<file path="src/rtl/sfs_pkg.sv">
package sfs_pkg;
    localparam int ADDR_W  = 7;
    localparam int DATA_W  = 8;
    localparam int FRAME_W = 1 + ADDR_W + DATA_W;

    typedef struct packed {
        logic              rw;
        logic [ADDR_W-1:0] addr;
        logic [DATA_W-1:0] data;
    } frame_t;
endpackage

</file>
<file path="src/rtl/sfs_sync.sv">
module sfs_sync #(
    parameter int               WIDTH   = 1,
    parameter int               STAGES  = 2,
    parameter logic [WIDTH-1:0] RST_VAL = '0
) (
    input  logic             clk,
    input  logic             rst_n,
    input  logic [WIDTH-1:0] din,
    output logic [WIDTH-1:0] dout
);
    logic [WIDTH-1:0] stage_d [STAGES];
    logic [WIDTH-1:0] stage_q [STAGES];

    always_comb begin
        stage_d[0] = din;
        for (int s = 1; s < STAGES; s++) begin
            stage_d[s] = stage_q[s-1];
        end
    end

    for (genvar g = 0; g < STAGES; g++) begin : g_stage
        always_ff @(posedge clk or negedge rst_n) begin
            if (!rst_n) stage_q[g] <= RST_VAL;
            else        stage_q[g] <= stage_d[g];
        end
    end

    assign dout = stage_q[STAGES-1];
endmodule

</file>
<file path="src/rtl/sfs_edge.sv">
module sfs_edge (
    input  logic clk,
    input  logic rst_n,
    input  logic sclk_s,
    input  logic csn_s,
    output logic sclk_rise,
    output logic sclk_fall,
    output logic sel_rise
);
    typedef struct packed {
        logic sclk_prev;
        logic csn_prev;
    } edge_st_t;

    edge_st_t st_d, st_q;

    always_comb begin
        st_d.sclk_prev = sclk_s;
        st_d.csn_prev  = csn_s;
        // serial clock edges count only while the select was already low
        sclk_rise = sclk_s & ~st_q.sclk_prev & ~st_q.csn_prev;
        sclk_fall = ~sclk_s & st_q.sclk_prev & ~st_q.csn_prev;
        sel_rise  = csn_s & ~st_q.csn_prev;
    end

    always_ff @(posedge clk or negedge rst_n) begin
        if (!rst_n) st_q <= '{sclk_prev: 1'b0, csn_prev: 1'b1};
        else        st_q <= st_d;
    end
endmodule

</file>
<file path="src/rtl/sfs_shift.sv">
module sfs_shift #(
    parameter int FRAME_W = 16,
    parameter int DATA_W  = 8
) (
    input  logic               clk,
    input  logic               rst_n,
    input  logic               shift_en,
    input  logic               fall_en,
    input  logic               sdi,
    input  logic               load_en,
    input  logic [DATA_W-1:0]  rd_data,
    output logic [FRAME_W-1:0] frame_next,
    output logic [FRAME_W-1:0] frame_q,
    output logic               sdo
);
    typedef struct packed {
        logic [FRAME_W-1:0] sreg;
        logic               out;
    } shift_st_t;

    shift_st_t st_d, st_q;

    always_comb begin
        frame_next = shift_en ? {st_q.sreg[FRAME_W-2:0], sdi} : st_q.sreg;
        st_d.sreg  = frame_next;
        if (load_en && frame_next[FRAME_W-1]) begin
            st_d.sreg[DATA_W-1:0] = rd_data;
        end
        st_d.out = fall_en ? st_q.sreg[FRAME_W-1] : st_q.out;
    end

    always_ff @(posedge clk or negedge rst_n) begin
        if (!rst_n) st_q <= '0;
        else        st_q <= st_d;
    end

    assign frame_q = st_q.sreg;
    assign sdo     = st_q.out;
endmodule

</file>
<file path="src/rtl/sfs_capture.sv">
module sfs_capture (
    input  logic            clk,
    input  logic            rst_n,
    input  logic            take,
    input  sfs_pkg::frame_t frame_in,
    output logic            valid,
    output sfs_pkg::frame_t frame_out
);
    typedef struct packed {
        logic            valid;
        sfs_pkg::frame_t frame;
    } cap_st_t;

    cap_st_t st_d, st_q;

    always_comb begin
        st_d.valid = take;
        st_d.frame = take ? frame_in : st_q.frame;
    end

    always_ff @(posedge clk or negedge rst_n) begin
        if (!rst_n) st_q <= '0;
        else        st_q <= st_d;
    end

    assign valid     = st_q.valid;
    assign frame_out = st_q.frame;
endmodule

</file>
<file path="src/rtl/spi_cmd_shifter.sv">
module spi_cmd_shifter #(
    parameter int SYNC_STAGES = 2
) (
    input  logic       clk,
    input  logic       rst_n,
    input  logic       sclk_i,
    input  logic       csn_i,
    input  logic       sdi_i,
    output logic       sdo_o,
    output logic       cmd_valid_o,
    output logic       cmd_rw_o,
    output logic [6:0] cmd_addr_o,
    output logic [7:0] cmd_data_o,
    output logic       rd_req_o,
    output logic [6:0] rd_addr_o,
    input  logic [7:0] rd_data_i
);
    import sfs_pkg::*;

    localparam int PIN_W = 3;

    logic [PIN_W-1:0]   pins_s;
    logic               sclk_rise, sclk_fall, sel_rise;
    logic [FRAME_W-1:0] frame_next, frame_q;
    frame_t             next_frame, cap_frame;

    sfs_sync #(
        .WIDTH  (PIN_W),
        .STAGES (SYNC_STAGES),
        .RST_VAL(3'b100)
    ) u_sync (
        .clk  (clk),
        .rst_n(rst_n),
        .din  ({csn_i, sclk_i, sdi_i}),
        .dout (pins_s)
    );

    sfs_edge u_edge (
        .clk      (clk),
        .rst_n    (rst_n),
        .sclk_s   (pins_s[1]),
        .csn_s    (pins_s[2]),
        .sclk_rise(sclk_rise),
        .sclk_fall(sclk_fall),
        .sel_rise (sel_rise)
    );

    sfs_shift #(
        .FRAME_W(FRAME_W),
        .DATA_W (DATA_W)
    ) u_shift (
        .clk       (clk),
        .rst_n     (rst_n),
        .shift_en  (sclk_rise),
        .fall_en   (sclk_fall),
        .sdi       (pins_s[0]),
        .load_en   (sel_rise),
        .rd_data   (rd_data_i),
        .frame_next(frame_next),
        .frame_q   (frame_q),
        .sdo       (sdo_o)
    );

    assign next_frame = frame_t'(frame_next);

    sfs_capture u_cap (
        .clk      (clk),
        .rst_n    (rst_n),
        .take     (sel_rise),
        .frame_in (next_frame),
        .valid    (cmd_valid_o),
        .frame_out(cap_frame)
    );

    assign cmd_rw_o   = cap_frame.rw;
    assign cmd_addr_o = cap_frame.addr;
    assign cmd_data_o = cap_frame.data;
    assign rd_req_o   = sel_rise & next_frame.rw;
    assign rd_addr_o  = next_frame.addr;
endmodule

</file>
<file path="config.mk">
export PLATFORM = sky130hd
export DESIGN_NAME = spi_cmd_shifter
export DESIGN_NICKNAME = d
export VERILOG_FILES = /design/src/rtl/sfs_pkg.sv /design/src/rtl/sfs_sync.sv /design/src/rtl/sfs_edge.sv /design/src/rtl/sfs_shift.sv /design/src/rtl/sfs_capture.sv /design/src/rtl/spi_cmd_shifter.sv
export SDC_FILE = /design/constraint.sdc
export NUM_CORES = 1
export LEC_CHECK = 0
export ABC_AREA = 1
export BUFFER_PORTS_ARGS = -buffer_cell sky130_fd_sc_hd__buf_2
export CORE_MARGIN = 4
export CORE_UTILIZATION = 35
export DETAILED_ROUTE_END_ITERATION = 7
export PLACE_DENSITY = 0.64
export SYNTH_ARGS = -nofsm -noshare
export SYNTH_HDL_FRONTEND = slang
export SYNTH_SLANG_ARGS = --single-unit
export TNS_END_PERCENT = 5
</file>
<file path="constraint.sdc">
create_clock -name clk -period 3.8 [get_ports clk]
set_clock_uncertainty 0.1 [all_clocks]
set_input_delay 0 -clock clk [delete_from_list [all_inputs] [get_ports clk]]
set_output_delay 0 -clock clk [all_outputs]
set_load 0.005 [all_outputs]
</file>
# After elaboration in Yosys (flattened, before gate mapping)

Index checks and enable logic that the tools add are counted.

Order comparisons: 0
Equal/unequal tests: 0
Muxes and demuxes: 2
$add $sub $neg: 0
Bitwise logic cells: 9
Shift-type cells: 0
Reduce and logical (&&, ||, !) cells: 1
Divide/modulo/power cells: 0
Multipliers: 0

Operators by type and width:

| operator          | count |
|---|---|
| $mux 16           | 1 |
| $mux 8            | 1 |
| $and 1x1->1       | 6 |
| $not 1->1         | 3 |
| $logic_and 1x1->1 | 1 |

Input bits: 13
Latch bits: 0
Register bits after elaboration: 42
Word-level logic and storage cells: 22
RAM bits: 0
Memory bits (read-only): 0
Memories kept: 0

# Longest topological paths before layout

Gate-level depths: netlist (run 1).

Depth in word-level cells: 6
Gate-level depth with buffers: 7
Mapped depth without buffers: 6

# Hierarchy

A second synthesis (run 1) with hierarchy kept.

Cell total of the unflattened synthesis: 189
Area total of the unflattened synthesis: 1794.2 µm²

Modules (own cells, without submodules):

| module          | seq. area each (µm²) | area each (µm²) | instances | cells each |
|---|---|---|---|---|
| sfs_shift       | 425.4                | 883.3           | 1         | 102 |
| sfs_capture     | 425.4                | 669.4           | 1         | 69 |
| sfs_sync        | 152.6                | 152.6           | 1         | 6 |
| sfs_edge        | 51.3                 | 81.3            | 1         | 10 |
| spi_cmd_shifter | 0.0                  | 7.5             | 1         | 2 |

# Worst setup path after synthesis (run 1)

Ideal clock, no wire load.

Path kind: reg2reg
Start point: register u_sync.stage_q (netlist bit u_sync.dout[2])
End point: register u_cap.st_q (netlist bit u_cap.frame_out[10])
Data required time: 3.583 ns
Setup time: 0.117 ns
Clock period less this slack: 1.384 ns
Path buffers: 1
Setup slack: 2.416 ns
Data arrival time: 1.167 ns
Cell stages (with the launch flop): 7
Cells stage by stage: dfstp_2 inv_1 nor2_2 inv_2 buf_2 nand2_1 nand2_1

Longest elaborated chain between the ends: 1

Ends and longest elaborated chain:

| element                         | line              | source |
|---|---|---|
| start, declared                 | sfs_sync.sv:12    | `logic [WIDTH-1:0] stage_q [STAGES];` |
| start signal, assigned by index | sfs_sync.sv:24    | `else stage_q[g] <= stage_d[g];` |
| $and 1x1->1                     | sfs_edge.sv:23    | `sel_rise = csn_s & ~st_q.csn_prev;` |
| end signal, assigned            | sfs_capture.sv:23 | `else st_q <= st_d;` |
| end, declared                   | sfs_capture.sv:14 | `cap_st_t st_d, st_q;` |

Every way passes these cells.
A chain may end at the register's enable or synchronous reset.

# Worst setup path after layout (run 1)

Start point: register u_sync.stage_q (netlist bit u_sync.dout[2])
End point: output port rd_req_o

Longest elaborated chain between the ends: 2

Ends and longest elaborated chain:

| element       | line                  | source |
|---|---|---|
| $and 1x1->1   | sfs_edge.sv:23        |  |
| $and 1x1->1   | spi_cmd_shifter.sv:78 | `assign rd_req_o = sel_rise & next_frame.rw;` |
| end, declared | spi_cmd_shifter.sv:14 | `output logic rd_req_o,` |

Every way passes these cells.

==> impl_results.md, run 1 <==
- Total Nets Final: 245
- CP delay by family, top: simple AND/OR/NAND/NOR gates
- Worst Setup EP: rd_req_o
- Max Cap Viol: 0
- Final GP Congestion: 0.7817
- Worst EP required: 3.70 ns
- Yosys warns: 0
- Mapped cell area: 0.001739 mm^2
- Vias in the first global route: 1281
- Reg2reg start: u_sync.dout[2]
- H-tree depth: 2
- WP buf/inv: 3
- Util after Layout: 0.4476
- Hold Violations, Final: 0
- R2R Setup Slk: 1.70 ns
- Setup Buffers After CTS: 0
- Dpl hpwl: 2.341 mm
- Root buffer cell: clkbuf_8
- Fraction of layout instances using a drive strength above 1: 0.2361
- Setup TNS: 0 ns
- Clock slew at reported path FFs: 0.08 ns
- Ant. Diodes: 0
- Final period utilization: 0.5880
- Mapped Avg Cell Area: 9.202 um^2
- Pin count of the biggest net entering global routing: 43
- CTS tree: done
- Slowest stage delay, CP: 0.76 ns
- Synthesis-stage register bit count: 42
- Maximum clock rate: 0.4475 GHz
- Antenna Nets Post-Route: 0
- Vias/cell: 4.473
- Met2 WL post-DR: 1.622 mm
- # DRC: 0
- Post-synthesis cell type count: 17
- Reg-to-reg critical path endpoint: u_cap.frame_out[11]
- Net count after synthesis: 202
- Routed WL: 3.599 mm
- DRT iter0 DRCs: 105
- Drt wl/cell: 12.00 um
- CP dominant cell by count: inv_1
- Initial standard-cell utilization of the core: 0.3658
- Status: finished clean
- Critical path depth: 5
- Area growth syn-to-layout: 22.37%
- Worst Setup SP: u_sync.dout[2]
- Worst skew pair latency: 0.29 ns
- Initial antenna violation count: 0
- Post-Syn Instances: 189
- Final min period: 2.235 ns
- Power Density: 523.5 mW/mm^2
- Max Slew Vio Count: 0
- Slowest stage cell on the critical path: nor2_2
- Worst reg-to-reg path cell count: 5
- Met3 routed WL: 259 um
- Pleak: 1.190 nW
- First-pass GRT wire length: 6.251 mm
- Worst-margin pin slew: 1.030 ns
- Core area: 0.004755 mm^2
- Worst path cell trace: inv_1 > nor2_2 > nand3_4 > inv_1 > buf_2
- Top sig layer: met4
- Worst vdd ir: 168.4 uV
- Worst-path maximum fanout: 26
- Worst Path Arrival: 2.13 ns
- Min-Delay Path Class: in2reg
- Critical Path Source Type: flop
- Die X-Extent: 78.49 um
- Die ar.: 0.006161 mm^2
- Global route total overflow: 0
- Gr usage total: 0.1313
- CTS buffer count: 5
- IO Pins: 39
- Longest Clk Path Bufs: 2
- Wl on met1: 1.655 mm
- Sink Count: 42
- Worst Setup Path Type: reg2out
- Port bufs: 38
- Die height: 78.49 um
- Via count: 1342
- 1st-pass router iterations: 6
- Std cell rows: 25
- Critical path capture point type: primary output
- Relative slew slack: 0.3129
- Setup violators final: 0
- Seq/Total Area, Yosys: 0.6065
- Unrepaired setup endpoints after global routing: no
-- logic make-up after synthesis --
logic type      synth area share
simple gates              0.3201
flops                     0.6065
buf+inv                  0.07050
compound gates          0.002875
-- cells in the final DEF (no fill, tap or decap), drive strengths merged --
cell type and instances:
dfstp 3, nand3 17, inv 7, nor2 2, buf 38, nand2 97, nand3b 1, clkinv 1
dlygate4sd3 12, clkbuf 7, nand4 8, o21ai 1, dfrtp 39
-- how the worst min path moves through the flow --
stage | start | endpoint | slack (ns) | cells past startpoint
2_1_floorplan | rst_n | u_cap.frame_out[0] | -0.40 | 0
3_3_place_gp | csn_i | u_sync.stage_d[2] | 0.005 | 1
3_5_place_dp | csn_i | u_sync.stage_d[2] | 0.006 | 1
4_1_cts | sdi_i | u_sync.stage_d[0] | 0.24 | 2
5_1_grt | csn_i | u_sync.stage_d[2] | 0.25 | 2
6_report | sdi_i | u_sync.stage_d[0] | 0.25 | 2
-- worst reg2reg max path: stages, from the launching register on --
cell and delay (ns):
dfstp_2 0.53, inv_1 0.04, nor2_2 0.76, inv_2 0.35
nand2_1 0.15, nand2_1 0.06
-- flip-flops by register name, indices dropped and copies added (netlist names) --
signal,cells
u_shift.sdo,1
u_cap.valid,1
u_sync.stage_d,3
u_edge.st_q,2
u_cap.frame_out,16
u_sync.dout,3
u_shift.frame_q,16
-- per-layer routing --
layer / GRT usage / up-vias
met4: 0.04720 / 0
met2: 0.1952 / 45
met5: 0 / -
met1: 0.1812 / 618
li1: - / 673
met3: 0.03899 / 6
-- report_power, final --
group / switching [mW] / internal, mW
clock network: 0.147 / 0.147
registers: 0.0489 / 0.537
logic: 0.133 / 0.102
-- synthesized netlist by cell type --
cell      instances  area share
nand3_1          15       0.043
nor2_2            1      0.0036
o21ai_0           1      0.0029
nand3_4           1       0.010
inv_1             6       0.013
dfrtp_1          39        0.56
dfstp_2           3       0.045
nor2_4            1      0.0065
nand2_1          95        0.21
buf_6             1      0.0065
nand3b_1          1      0.0043
nand3_2           1      0.0058
buf_4             8       0.035
inv_2             1      0.0022
buf_2             5       0.014
nand2_4           2       0.013
nand4_1           8       0.029
-- layout make-up --
class / instances / area [um^2]
fillers: 485 / 2626
flip-flops and latches: 42 / 1055
multi-input cells: 126 / 561.8
repair buffers: 50 / 310.3
clock buffers: 7 / 86.33
well taps: 67 / 83.83
inverters: 7 / 26.28
clock inverters: 1 / 5.005
-- metrics by stage --
| stage | cells | worst slack [ns] | area, um^2 | total power [mW] | hold slack, ns |
|---|---|---|---|---|---|
| floorplan | 189 | 2.416 | 1739 | 0.7435 | -0.3956 |
| finish | 300 | 1.565 | 2128 | 1.114 | 0.2472 |
| detailed placement | 280 | 1.670 | 1917 | 0.8258 | 0.006150 |
| global placement | 280 | 1.757 | 1917 | 0.8195 | 0.005079 |
| CTS | 300 | 1.544 | 2128 | 1.128 | 0.2353 |
| global route | 300 | 1.317 | 2128 | 1.203 | 0.2526 |
-- timing repair --
item,4_1_cts,5_1_grt
resized for setup,0,0
hold buffers,12,0
hold endpoints to repair,50,0
Power figures use the tool's default switching activity.
==> run 2, diff against run 1 <==
ABC_AREA = 0   (was 1)
PLACE_DENSITY = 0.66   (was 0.64)
clock period = 1.9 ns   (was 3.8 ns; I/O delays follow)
==> impl_results.md, run 2 <==
- Status: finished clean
- Net count after synthesis: 112 (-45%)
- Util after Layout: 0.4567 (+0.009057)
- Via count: 944 (-30%)
- Mapped Avg Cell Area: 17.15 um^2 (+86%)
- Hold_ws: 0.1532 ns (-0.09402 ns)
- DRT iter0 DRCs: 42 (-60%)
- Mapped cell area: 0.001698 mm^2 (-2.4%)
- Drt wl/cell: 13.98 um (+17%)
- Routing usage on met1: 0.1368 (-0.04438)
- GRT met3 Usage: 0.03132 (-0.007668)
- Busiest grt layer: met2
- Die height: 77.65 um (-1.1%)
- Seq/Total Area, Yosys: 0.6212 (+0.01475)
- Die ar.: 0.006030 mm^2 (-2.1%)
- # DRC: 0 (unchanged)
- Inst Count DP: 199 (-29%)
- Initial antenna violation count: 0 (unchanged)
- Dpl hpwl: 2.201 mm (-6.0%)
- Pleak: 1.097 nW (-7.8%)
- Critical path capture point type: primary output
- Synthesis-stage register bit count: 42 (unchanged)
- Worst Setup Path Type: reg2out
- CP delay by family, top: flip-flops
- Sink Count: 42 (unchanged)
- Cell with the most instances after synthesis: dfrtp_1
- Most common cell after layout, fill and taps aside: dfrtp_1
- Critical Path Source Type: flop
- Post-Syn Instances: 99 (-48%)
- Number of synthesized flops with an enable pin: 0 (unchanged)
- Mux cell area share after synthesis: 0.2933 (+0.2933)
- Final cell count without fillers: 219 (-27%)
- Min-Delay Path Class: in2async
- Clk pwr share: 0.287 (+0.024)
- Hold Violations, Final: 0 (unchanged)
- Slowest stage cell on the critical path: dfrtp_1
- Switching pwr: 0.5525 mW (+68%)
- Total Nets Final: 164 (-33%)
- Core area: 0.004723 mm^2 (-0.66%)
- Max Cap Viol: 0 (unchanged)
- Final GP Congestion: 0.6856 (-12%)
- Met2 GRT Util: 0.1901 (-0.005137)
- Global route total overflow: 0 (unchanged)
- Initial standard-cell utilization of the core: 0.3595 (-0.006319)
- Vias in the first global route: 1043 (-19%)
- Antenna Nets Post-Route: 0 (unchanged)
- Final min period: 1.711 ns
- Worst skew pair latency: 0.29 ns (about the same)
- Synth Flop Type: dfrtp_1
- Synth top area cells: dfrtp_1, mux2_2, mux2_4
- Slowest stage delay, CP: 0.39 ns (-0.37 ns)
- Compound-Gate Fraction of Synth Area: 0.004422 (+0.001544)
- Largest family of logic cells by synthesized area: multiplexers
- Async S/R FF share, synth: 1.000 (unchanged)
- Gr usage total: 0.1151 (-0.01616)
- Int Power: 1.797 mW (+130%)
- Post-Synth Adder-Cell Area: 0 (unchanged)
- Relative slew slack: 0.5875 (+0.2746)
- CTS tree: done
- Setup violators final: 0 (unchanged)
- Post-synth top cells: dfrtp_1, mux2_2, mux2_4
- Longest Clk Path Bufs: 2 (unchanged)
- First-pass GRT wire length: 5.264 mm (-16%)
- Root buffer cell: clkbuf_8
- Sw Share: 0.2352 (-0.05939)
- Post-synthesis cell type count: 14 (-3)
- Worst Path Arrival: 1.61 ns (-0.52 ns)
- Die X-Extent: 77.65 um (-1.1%)
- Setup TNS: 0 ns (unchanged)
- Sequential power share: 0.495 (-0.031)
- Worst-margin pin slew: 0.6188 ns (-0.4107 ns)
- Worst EP required: 1.80 ns (-1.90 ns)
- Area growth syn-to-layout: 27.05%
- 1st-pass router iterations: 3 (-3)
- Yosys warns: 0 (unchanged)
- Clock slew at reported path FFs: 0.07 ns (about the same)
- Power Density: 1089 mW/mm^2 (+110%)
- Unrepaired setup endpoints after global routing: no
- Most frequent cells in the layout: dfrtp_1, buf_2, mux2_2
- Max Slew Vio Count: 0 (unchanged)
- WP buf/inv: 2 (-1)
- Worst-path maximum fanout: 12 (-54%)
- Maximum clock rate: 0.5844 GHz
- IO Pins: 39 (unchanged)
- Vias/cell: 4.311 (-3.6%)
- CTS buffer count: 5 (unchanged)
- Post-Synth Simple-Gate Area: 0.02948 (-0.2907)
- Ant. Diodes: 0 (unchanged)
- Pin count of the biggest net entering global routing: 30 (-30%)
- Fraction of layout instances using a drive strength above 1: 0.6250 (+0.3889)
- PostCTS Resize Cnt: 0 (unchanged)
- Comb pwr share: 0.219 (+0.008)
- Total Power: 2.349 mW (+110%)
- Synth Area in XOR/XNOR: 0 (unchanged)
- Routed WL: 3.061 mm (-15%)
- Setup Buffers After CTS: 0 (unchanged)
- H-tree depth: 2 (unchanged)
- Post-synth top area cell: dfrtp_1
- Port bufs: 38 (unchanged)
- Std cell rows: 25 (unchanged)
- Final period utilization: 0.9006
- Post-synth top area share: 0.5748 (+0.01365)
- Worst vdd ir: 603.1 uV (+260%)
- Worst path cell trace: nand2b_4 > nor2_4 > buf_12 > mux2_2 > buf_2
## run 2: layout make-up
| cell class | count | area [um^2] |
|---|---|---|
| Clock buffer | 7 | 76.32 |
| Clock inverter | 1 | 30.03 |
| Fill cell | 424 | 2566 |
| Inverter | 1 | 3.754 |
| Multi-Input combinational cell | 47 | 555.5 |
| Sequential cell | 42 | 1055 |
| Tap cell | 67 | 83.83 |
| Timing Repair Buffer | 54 | 352.8 |
## run 2: stage by stage
stage | worst slack (ns) | cell area, um^2
2_1_floorplan | 0.2767 | 1698
3_3_place_gp | 0.3072 | 1931
3_5_place_dp | 0.2567 | 1931
4_1_cts | 0.1919 | 2157
5_1_grt | 0.1422 | 2157
6_report | 0.1889 | 2157
## run 2: routing by layer
| metal | up-vias | wire length, um |
|---|---|---|
| met1 | 467 | 1279 |
| met5 | - | 0 |
| li1 | 443 | - |
| met3 | 8 | 154 |
| met4 | 0 | 70 |
| met2 | 26 | 1557 |
## run 2: path summary, 6_finish.rpt
| kind | startpoint | end | slack [ns] | depth (start not counted) |
|---|---|---|---|---|
| worst max-delay path | u_edge.st_q[1] | rd_addr_o[0] | 0.19 | 5 |
| worst min-delay path | rst_n | u_shift.frame_q[13] | 0.15 | 2 |
| worst max register to register | u_edge.st_q[1] | u_cap.frame_out[12] | 0.23 | 5 |
| worst min register to register | u_sync.stage_d[0] | u_sync.dout[0] | 0.26 | 0 |
| max in group asynchronous | rst_n | u_cap.frame_out[3] | 0.98 | 3 |
| min in group clk | sdi_i | u_sync.stage_d[0] | 0.24 | 2 |
## run 2: repair_timing
| item | CTS | global route |
|---|---|---|
| hold buffers | 12 | 0 |
| setup endpoints to repair | 0 | 0 |
| endpoints found under the hold margin | 35 | 0 |
## run 2: worst reg2reg max path, cell delays in order (launching register included)
cell and delay, ns:
dfrtp_1 0.39, nand2b_4 0.16, nor2_4 0.12, buf_12 0.16
mux2_2 0.36, mux2_2 0.27
## run 2: cells by family after synthesis
logic type	after synthesis
buffers and inverters	10
DFF	42
and+or+nand+nor	5
muxes	41
AOI/OAI and AO/OA	1
## run 2: power groups by stage
| stage | combinational (mW) | clock (mW) | sequential, mW |
|---|---|---|---|
| floorplan | 0.330 | 0 | 1.17 |
| global placement | 0.488 | 0 | 1.17 |
| detailed placement | 0.498 | 0 | 1.18 |
| CTS | 0.520 | 0.698 | 1.16 |
| global route | 0.563 | 0.739 | 1.19 |
| finish | 0.513 | 0.673 | 1.16 |
==> run 3, diff against run 2 <==
PLACE_DENSITY = not set   (was 0.66)
==> impl_results.md, run 3 (same netlist as run 2, synthesis figures left out) <==
- Drt wl/cell: 13.44 um (-3.9%)
- Critical Path Source Type: flop
- Antenna Nets Post-Route: 0 (unchanged)
- Max Cap Viol: 0 (unchanged)
- Worst EP required: 1.80 ns (about the same)
- Worst Path Arrival: 1.60 ns (about the same)
- Worst-margin pin slew: 0.5158 ns (-0.1030 ns)
- Status: finished clean
- Final min period: 1.696 ns (-0.01531 ns)
- Sink Count: 42 (unchanged)
- 1st-pass router iterations: 4 (+1)
- Fill count: 441 (+4.0%)
- Setup Buffers After CTS: 0 (unchanged)
- Pin count of the biggest net entering global routing: 43 (+43%)
- Routed WL: 2.929 mm (-4.3%)
- Power Density: 1046 mW/mm^2 (-3.9%)
- Die X-Extent: 77.65 um (unchanged)
- Setup TNS: 0 ns (unchanged)
- Std cell rows: 25 (unchanged)
- Vias/cell: 4.385 (+1.7%)
- Clock slew at reported path FFs: 0.07 ns (about the same)
- Port bufs: 38 (unchanged)
- Unrepaired setup endpoints after global routing: no
- CTS buffer count: 5 (unchanged)
- Dpl hpwl: 2.063 mm (-6.3%)
- Pleak: 1.088 nW (-0.82%)
- Sequential cell area: 0.001055 mm^2 (unchanged)
- # DRC: 0 (unchanged)
- Hold Violations, Final: 0 (unchanged)
- Root buffer cell: clkbuf_8
- Relative slew slack: 0.6561 (+0.06865)
- Worst Setup EP: rd_addr_o[6]
- Most common cell after layout, fill and taps aside: dfrtp_1
- Most frequent cells in the layout: dfrtp_1, buf_2, mux2_2
- Area growth syn-to-layout: 25.72%
- Worst vdd ir: 453.0 uV (-25%)
- Longest Clk Path Bufs: 2 (unchanged)
- Max Slew Vio Count: 0 (unchanged)
- Initial antenna violation count: 0 (unchanged)
- Util after Layout: 0.4519 (-0.004768)
- Final period utilization: 0.8925 (-0.008061)
- Worst skew pair latency: 0.28 ns (about the same)
- Worst reg-to-reg path cell count: 5 (unchanged)
- CTS tree: done
- Die height: 77.65 um (unchanged)
- Fraction of layout instances using a drive strength above 1: 0.6291 (+0.004139)
- Maximum clock rate: 0.5897 GHz (+0.90%)
- Min-Delay Path Class: in2async
- DRT iter0 DRCs: 31 (-26%)
- Via count: 956 (+1.3%)
- Total Nets Final: 163 (-0.61%)
- Die ar.: 0.006030 mm^2 (unchanged)
- Worst Setup Path Type: reg2out
- Setup violators final: 0 (unchanged)
- Vias in the first global route: 1072 (+2.8%)
- Reg-to-reg critical path endpoint: u_cap.frame_out[14]
- Worst-path maximum fanout: 12 (unchanged)
- Cell Area, Placed: 0.001923 mm^2 (-0.39%)
- Final GP Congestion: 0.7124 (+3.9%)
- Ant. Diodes: 0 (unchanged)
- IO Pins: 39 (unchanged)
- Design area: 0.002135 mm^2 (-1.0%)
- Multi-input gate area: 555.5 um^2 (unchanged)
- R2R Setup Slk: 0.24 ns (about the same)
- First-pass GRT wire length: 5.030 mm (-4.4%)
- Critical path capture point type: primary output
- H-tree depth: 2 (unchanged)
- Gr usage total: 0.1071 (-0.007983)
- Global route total overflow: 0 (unchanged)
- Initial standard-cell utilization of the core: 0.3595 (unchanged)
- Core area: 0.004723 mm^2 (unchanged)
- Reg2reg start: u_edge.st_q[1]
- Worst Setup SP: u_edge.st_q[1]
run 3: per-stage QoR:
step	instances	hold WS, ns	total power [mW]	setup slack (ns)
after floorplan	99	-0.3956	1.502	0.2767
after global placement	198	-0.009434	1.659	0.2988
after detailed placement	198	-0.002402	1.673	0.2576
after CTS	218	0.2297	2.271	0.1922
after global routing	218	0.2632	2.374	0.1363
final	218	0.2133	2.233	0.2042
run 3: worst min path at each step:
stage	slack (ns)	end	startpoint	cells after the start
after floorplan	-0.40	u_cap.frame_out[0]	rst_n	0
after global placement	-0.009	u_sync.dout[1]	rst_n	2
after detailed placement	-0.002	u_shift.frame_q[13]	rst_n	2
after CTS	0.23	u_shift.frame_q[6]	rst_n	3
after global routing	0.26	u_sync.dout[2]	u_sync.stage_d[2]	0
final	0.21	u_cap.frame_out[10]	rst_n	3
run 3: layout make-up:
| type | instances | share of cell area |
|---|---|---|
| clock buffer | 7 | 0.04045 |
| clock inverter | 1 | 0.002345 |
| inverter | 1 | 0.001758 |
| multi-input combinational | 47 | 0.2603 |
| sequential | 42 | 0.4941 |
| tap | 67 | 0.03927 |
| timing repair buffer | 53 | 0.1618 |
run 3: what timing repair did:
| action | 4_1_cts | 5_1_grt |
|---|---|---|
| resized for setup | 0 | 0 |
| setup endpoints to repair | 0 | 0 |
| endpoints found under the hold margin | 50 | 0 |
| hold buffers | 12 | 0 |
run 3: power by group:
part	internal (mW)	switching (mW)
Sequential	1.07	0.0867
Combinational	0.329	0.176
Clock	0.293	0.275
Total	1.69	0.538
run 3: metal layers:
metal,global-route usage,share of wire,up-vias
met3,0.04176,0.044,4
met2,0.1824,0.51,23
li1,-,-,440
met5,0,0,-
met1,0.1225,0.43,489
met4,0.03559,0.013,0
run 3: worst max-delay path, stage by stage, from the launching register on:
cell,delay [ns]
dfrtp_1,0.38
nand2b_4,0.16
nor2_4,0.12
buf_12,0.16
mux2_2,0.36
buf_2,0.13
